`src/rtl/mba_pkg.sv`:
```
// Package: shared widths and the settings record of the attribute controller.
// Assumes a 13-bit byte address and 16 blocks of 512 bytes.
package mba_pkg;
    localparam int ADDR_W  = 13;
    localparam int BLK_W   = 4;
    localparam int LEN_W   = 4;
    localparam int KIND_BIT = 7;

    typedef struct packed {
        logic [BLK_W-1:0] he_blk;
        logic [BLK_W-1:0] sec_start;
        logic [LEN_W-1:0] sec_len;
        logic             locked;
    } attr_state_t;
endpackage

```
`src/rtl/mba_cfg_regs.sv`:
```
// Module: mba_cfg_regs
// Holds the high-endurance block, the security range and the lock flag, and
// applies one configuration command per cycle. Assumes the command fields are
// already split into block number, kind bit and length.
module mba_cfg_regs
    import mba_pkg::*;
#(
    parameter int BW = BLK_W,
    parameter int LW = LEN_W
) (
    input  logic          clk,
    input  logic          rst_n,
    input  logic          cmd_valid,
    input  logic          cmd_kind,
    input  logic [BW-1:0] cmd_blk,
    input  logic [LW-1:0] cmd_len,
    output attr_state_t   st
);
    localparam logic [BW-1:0] TOP_BLK = '1;

    // Update the settings on reset or on an accepted command.
    always_ff @(posedge clk) begin
        if (!rst_n) begin
            st.he_blk    <= TOP_BLK;
            st.sec_start <= '0;
            st.sec_len   <= '0;
            st.locked    <= 1'b0;
        end else if (cmd_valid) begin
            if (cmd_kind) begin
                st.sec_start <= cmd_blk;
                st.sec_len   <= cmd_len;
                if (cmd_len != '0)
                    st.locked <= 1'b1;
            end else if (!st.locked) begin
                st.he_blk <= cmd_blk;
            end
        end
    end
endmodule

```
`src/rtl/mba_region_decode.sv`:
```
// Module: mba_region_decode
// Compares a queried block with the stored settings. It builds a per-block
// mask of the security range, clamped at the top block, and matches the
// high-endurance block. Assumes LW <= BW.
module mba_region_decode
    import mba_pkg::*;
#(
    parameter int BW = BLK_W,
    parameter int LW = LEN_W
) (
    input  attr_state_t   st,
    input  logic [BW-1:0] qry_blk,
    output logic          sec_hit,
    output logic          he_hit
);
    localparam int NUM_BLK = 1 << BW;
    localparam int EXT_W   = BW + 1;

    logic [EXT_W-1:0]   range_end;
    logic [NUM_BLK-1:0] sec_mask;

    // Exclusive end of the range, one bit wider so it cannot wrap.
    always_comb range_end = EXT_W'(st.sec_start) + EXT_W'(st.sec_len);

    for (genvar i = 0; i < NUM_BLK; i++) begin : g_blk
        // Block i lies in the range when start <= i < end.
        always_comb sec_mask[i] = (EXT_W'(i) >= EXT_W'(st.sec_start)) &&
                                  (EXT_W'(i) < range_end);
    end

    // Look up the queried block.
    always_comb begin
        sec_hit = sec_mask[qry_blk];
        he_hit  = (qry_blk == st.he_blk);
    end
endmodule

```
`src/rtl/mba_attr_merge.sv`:
```
// Module: mba_attr_merge
// Combines the two region hits into the output flags. High endurance takes
// precedence, so it masks write protection.
module mba_attr_merge (
    input  logic sec_hit,
    input  logic he_hit,
    output logic wp,
    output logic he
);
    // Apply the precedence rule.
    always_comb begin
        he = he_hit;
        wp = sec_hit && !he_hit;
    end
endmodule

```
`src/rtl/mem_attr_ctrl.sv`:
```
// Module: mem_attr_ctrl (top)
// Attribute controller for an array of 16 blocks of 512 bytes. Takes
// configuration commands and reports write-protect and high-endurance flags
// for a queried address. Assumes a synchronous active-low reset.
module mem_attr_ctrl
    import mba_pkg::*;
#(
    parameter int AW = ADDR_W,
    parameter int BW = BLK_W,
    parameter int LW = LEN_W
) (
    input  logic          clk,
    input  logic          rst_n,
    input  logic          cfg_valid,
    input  logic [7:0]    cfg_byte,
    input  logic [AW-1:0] cfg_addr,
    input  logic [AW-1:0] qry_addr,
    output logic          wp_o,
    output logic          he_o
);
    localparam int BLK_LSB = AW - BW;

    attr_state_t state;
    logic        sec_hit;
    logic        he_hit;
    logic        unused_bits;

    // Fold the address and byte bits this block ignores into one sink.
    always_comb unused_bits = ^{cfg_byte[6:LW], cfg_addr[BLK_LSB-1:0], qry_addr[BLK_LSB-1:0]};

    mba_cfg_regs #(.BW(BW), .LW(LW)) u_regs (
        .clk       (clk),
        .rst_n     (rst_n),
        .cmd_valid (cfg_valid),
        .cmd_kind  (cfg_byte[KIND_BIT]),
        .cmd_blk   (cfg_addr[AW-1:BLK_LSB]),
        .cmd_len   (cfg_byte[LW-1:0]),
        .st        (state)
    );

    mba_region_decode #(.BW(BW), .LW(LW)) u_dec (
        .st      (state),
        .qry_blk (qry_addr[AW-1:BLK_LSB]),
        .sec_hit (sec_hit),
        .he_hit  (he_hit)
    );

    mba_attr_merge u_merge (
        .sec_hit (sec_hit),
        .he_hit  (he_hit),
        .wp      (wp_o),
        .he      (he_o)
    );
endmodule

```
`config.mk`:
```
export PLATFORM = sky130hd
export DESIGN_NAME = mem_attr_ctrl
export DESIGN_NICKNAME = d
export VERILOG_FILES = /design/src/rtl/mba_pkg.sv /design/src/rtl/mba_cfg_regs.sv /design/src/rtl/mba_region_decode.sv /design/src/rtl/mba_attr_merge.sv /design/src/rtl/mem_attr_ctrl.sv
export SDC_FILE = /design/constraint.sdc
export NUM_CORES = 1
export LEC_CHECK = 0
export ABC_CLOCK_PERIOD_IN_PS = 6200
export BUFFER_PORTS_ARGS = -buffer_cell sky130_fd_sc_hd__buf_2
export CAP_MARGIN = 30
export CORE_ASPECT_RATIO = 0.75
export CORE_UTILIZATION = 51
export DETAILED_ROUTE_END_ITERATION = 10
export GPL_ROUTABILITY_DRIVEN = 0
export PLACE_DENSITY = 0.84
export REMOVE_ABC_BUFFERS = 1
export SETUP_SLACK_MARGIN = 0.5
export SLEW_MARGIN = 15
export SYNTH_ARGS = -nofsm -noshare
export SYNTH_HDL_FRONTEND = slang
export SYNTH_SLANG_ARGS = --single-unit
```
`constraint.sdc`:
```
create_clock -name clk -period 6.2 [get_ports clk]
set_input_delay 0.31 -clock clk [delete_from_list [all_inputs] [get_ports clk]]
set_output_delay 0.31 -clock clk [all_outputs]
set_load 0.01 [all_outputs]
```
==> flow_summary.yaml <==
run_status:
  status: "completed"
run:
  cap_violations: 0
place:
  dp_slack_ps: 3570
  dp_cells: 155
  io_buffers: 17
  dpl.hpwl_mm: 1.72
  placed_cell_area_um2: 1060
global_routing:
  grt_max_degree: 14
  grt_pass1_wl_mm: 3.53
  gr-usage-all-layers_pct: 24.2
  grt_pass1_vias: 792
  antenna_found_initial: 0
  grt_overflow: 0
route:
  via_per_inst: 5.87
  drt_first_pass_iters: 4
  antenna_left: 0
  drt-total-wl_mm: 2.23
  wl_per_cell_um: 14.0
  via_count: 933
  drcViolationCount: 0
  dr.first_iter.drc_count: 38
synth:
  ys_seq_elements: 13
  synth.distinct_cells: 39
  synth_common_cells: "nand2_1, dfxtp_1, nand3_1"
  synthTopCellsByArea: "dfxtp_1, nand2_1, a21boi_0"
  yosysWarnings: 0
  post-synth-top-count-cell: "nand2_1"
  synth_edf_count: 0
  syn_avg_cell_area_um2: 8.04
  synth_cells: 121
  synthesis.area_um2: 973
  synth_ff_type: "dfxtp_1"
  synth_top_cell_by_area: "dfxtp_1"
  synth-seq-area-share_pct: 26.7
  synthArstFlopShare_pct: 0
  synth_top_area_share_pct: 26.7
pwr:
  ir_drop_mv: 0.167
  power_density_nw_per_um2: 178
  p_leak_nw: 0.450
die:
  pin_count: 39
  die_h_um: 39.8
  dieArea_um2: 2090
  design.core.area_um2: 1760
  core.rowCount: 13
  die_width_um: 52.4
  initial_core_util_pct: 55.4
sta:
  period_share_pct: 47.9
  clock_skew_ps: 0.877
  drv_slew: 0
  finalSetupTns_ps: 0
  slew_headroom_pct: 69.0
  tightestPinTransition_ps: 463
  hold_viol_final: 0
  timing.final.crit_period_ps: 2970
  rsz0062_at_grt: "no"
  report.final.setup_viol: 0
  fmax_mhz: 337
  worst_slack_ps: 3230
finish:
  final_cells: 159
  antennaDiodeCount: 0
  fin_area_um2: 1090
  top_register: "u_regs.st"
  final_util_pct: 62.1
  area_growth_pct: 12.1
  drive_gt1_share_pct: 21.2
  largestRegisters: "u_regs.st x13"
  fin_nets: 180
  largest_reg_flops: 13
  fillCellCount: 143
setup_path:
  cp.arrival_ps: 2660
  crit_type: "flop to primary output"
  cp_max_fo: 7
  start_kind: "flop"
  reg2reg_slack_ps: 5060
  critPathCaptureType: "primary output"
  crit_required_ps: 5890
cts:
  cts_resized: 0
  cts_tree: "built"
  ctsHoldBuffers: 0
  cts_buffer_depth: 2
  clock_sinks: 13
  post_cts_buffers: 0
  cts-root-buf: "clkbuf_4"
  htreeDepth: 1
  path_clk_slew_ps: 80
  cts_made_buffers: 3
  clock_latency_ps: 280
hold_path:
  hold_path.class: "input pin to flop"
## area by class of cell
cell class	count	area (um^2)	area share, %
Multi-Input combinational cell	99	676	61.9
Inverter	4	15.0	1.38
Tap cell	22	27.5	2.52
Timing Repair Buffer	17	85.1	7.80
Clock inverter	1	5.00	0.459
Sequential cell	13	260	23.9
Clock buffer	3	22.5	2.06
## metal layers
layer  global-route usage (%)  part of all wire, %  wire length, um
met1                     33.1                   48             1060
met5                        0                    0                0
met4                     10.5                 0.63               14
met2                     35.8                   47             1040
met3                     5.81                  4.8              106
## cells by family (layout without fill, tap and decap cells)
family / count (synthesis) / in the layout / synth area share [%]
compound gates: 35 / 35 / 26.0
xor+xnor: 6 / 6 / 6.17
fa+ha+maj: 7 / 7 / 9.25
buf+inv: 9 / 25 / 3.86
flops: 13 / 13 / 26.7
mux: 4 / 4 / 4.11
simple gates: 47 / 47 / 23.9
## path summary, 6_finish.rpt
path | start | to | cells after the start
hold / removal | cfg_addr[12] | u_regs.st[12]$_SDFFE_PN1P_ | 3
setup / recovery | u_regs.st[5]$_SDFFE_PN0P_ | wp_o | 8
setup reg to reg | u_regs.st[0]$_SDFFE_PN0P_ | u_regs.st[9]$_SDFFE_PN1P_ | 3
hold reg to reg | u_regs.st[4]$_SDFFE_PN0P_ | u_regs.st[4]$_SDFFE_PN0P_ | 2
## report_power, final
part,switching [mW],leakage [nW],internal (mW)
Clock,0.0298,0.0177,0.0240
Sequential,0.00484,0.107,0.0876
Combinational,0.0266,0.326,0.0211
## through the flow
stage	hold slack (ps)	power (mW)
after floorplan	372	0.124
after global placement	460	0.139
after detailed placement	474	0.141
after CTS	258	0.195
after global routing	276	0.205
final	261	0.194
## critical path, stage by stage, from the launching register on
cell and delay [ps]:
dfxtp_1 440, ha_1 230, fa_1 550, maj3_1 400
o211ai_1 190, a211oi_1 100, a211oi_1 240, a311oi_1 70
buf_2 150
## cell usage in the layout (no fill, tap or decap), types with 2 or more instances in the layout
master,n
buf_2,17
a21oi_1,4
inv_1,4
o21ai_0,3
xor2_1,5
mux2i_1,4
o211ai_1,2
clkbuf_4,3
a21boi_0,8
nor3_1,2
nand2_1,19
nor2_1,7
a21o_2,2
a31oi_1,3
maj3_1,2
nand3_1,10
nor4_1,2
ha_1,4
a211oi_1,3
dfxtp_1,13
Note: power is estimated with default switching activity, not from simulation.
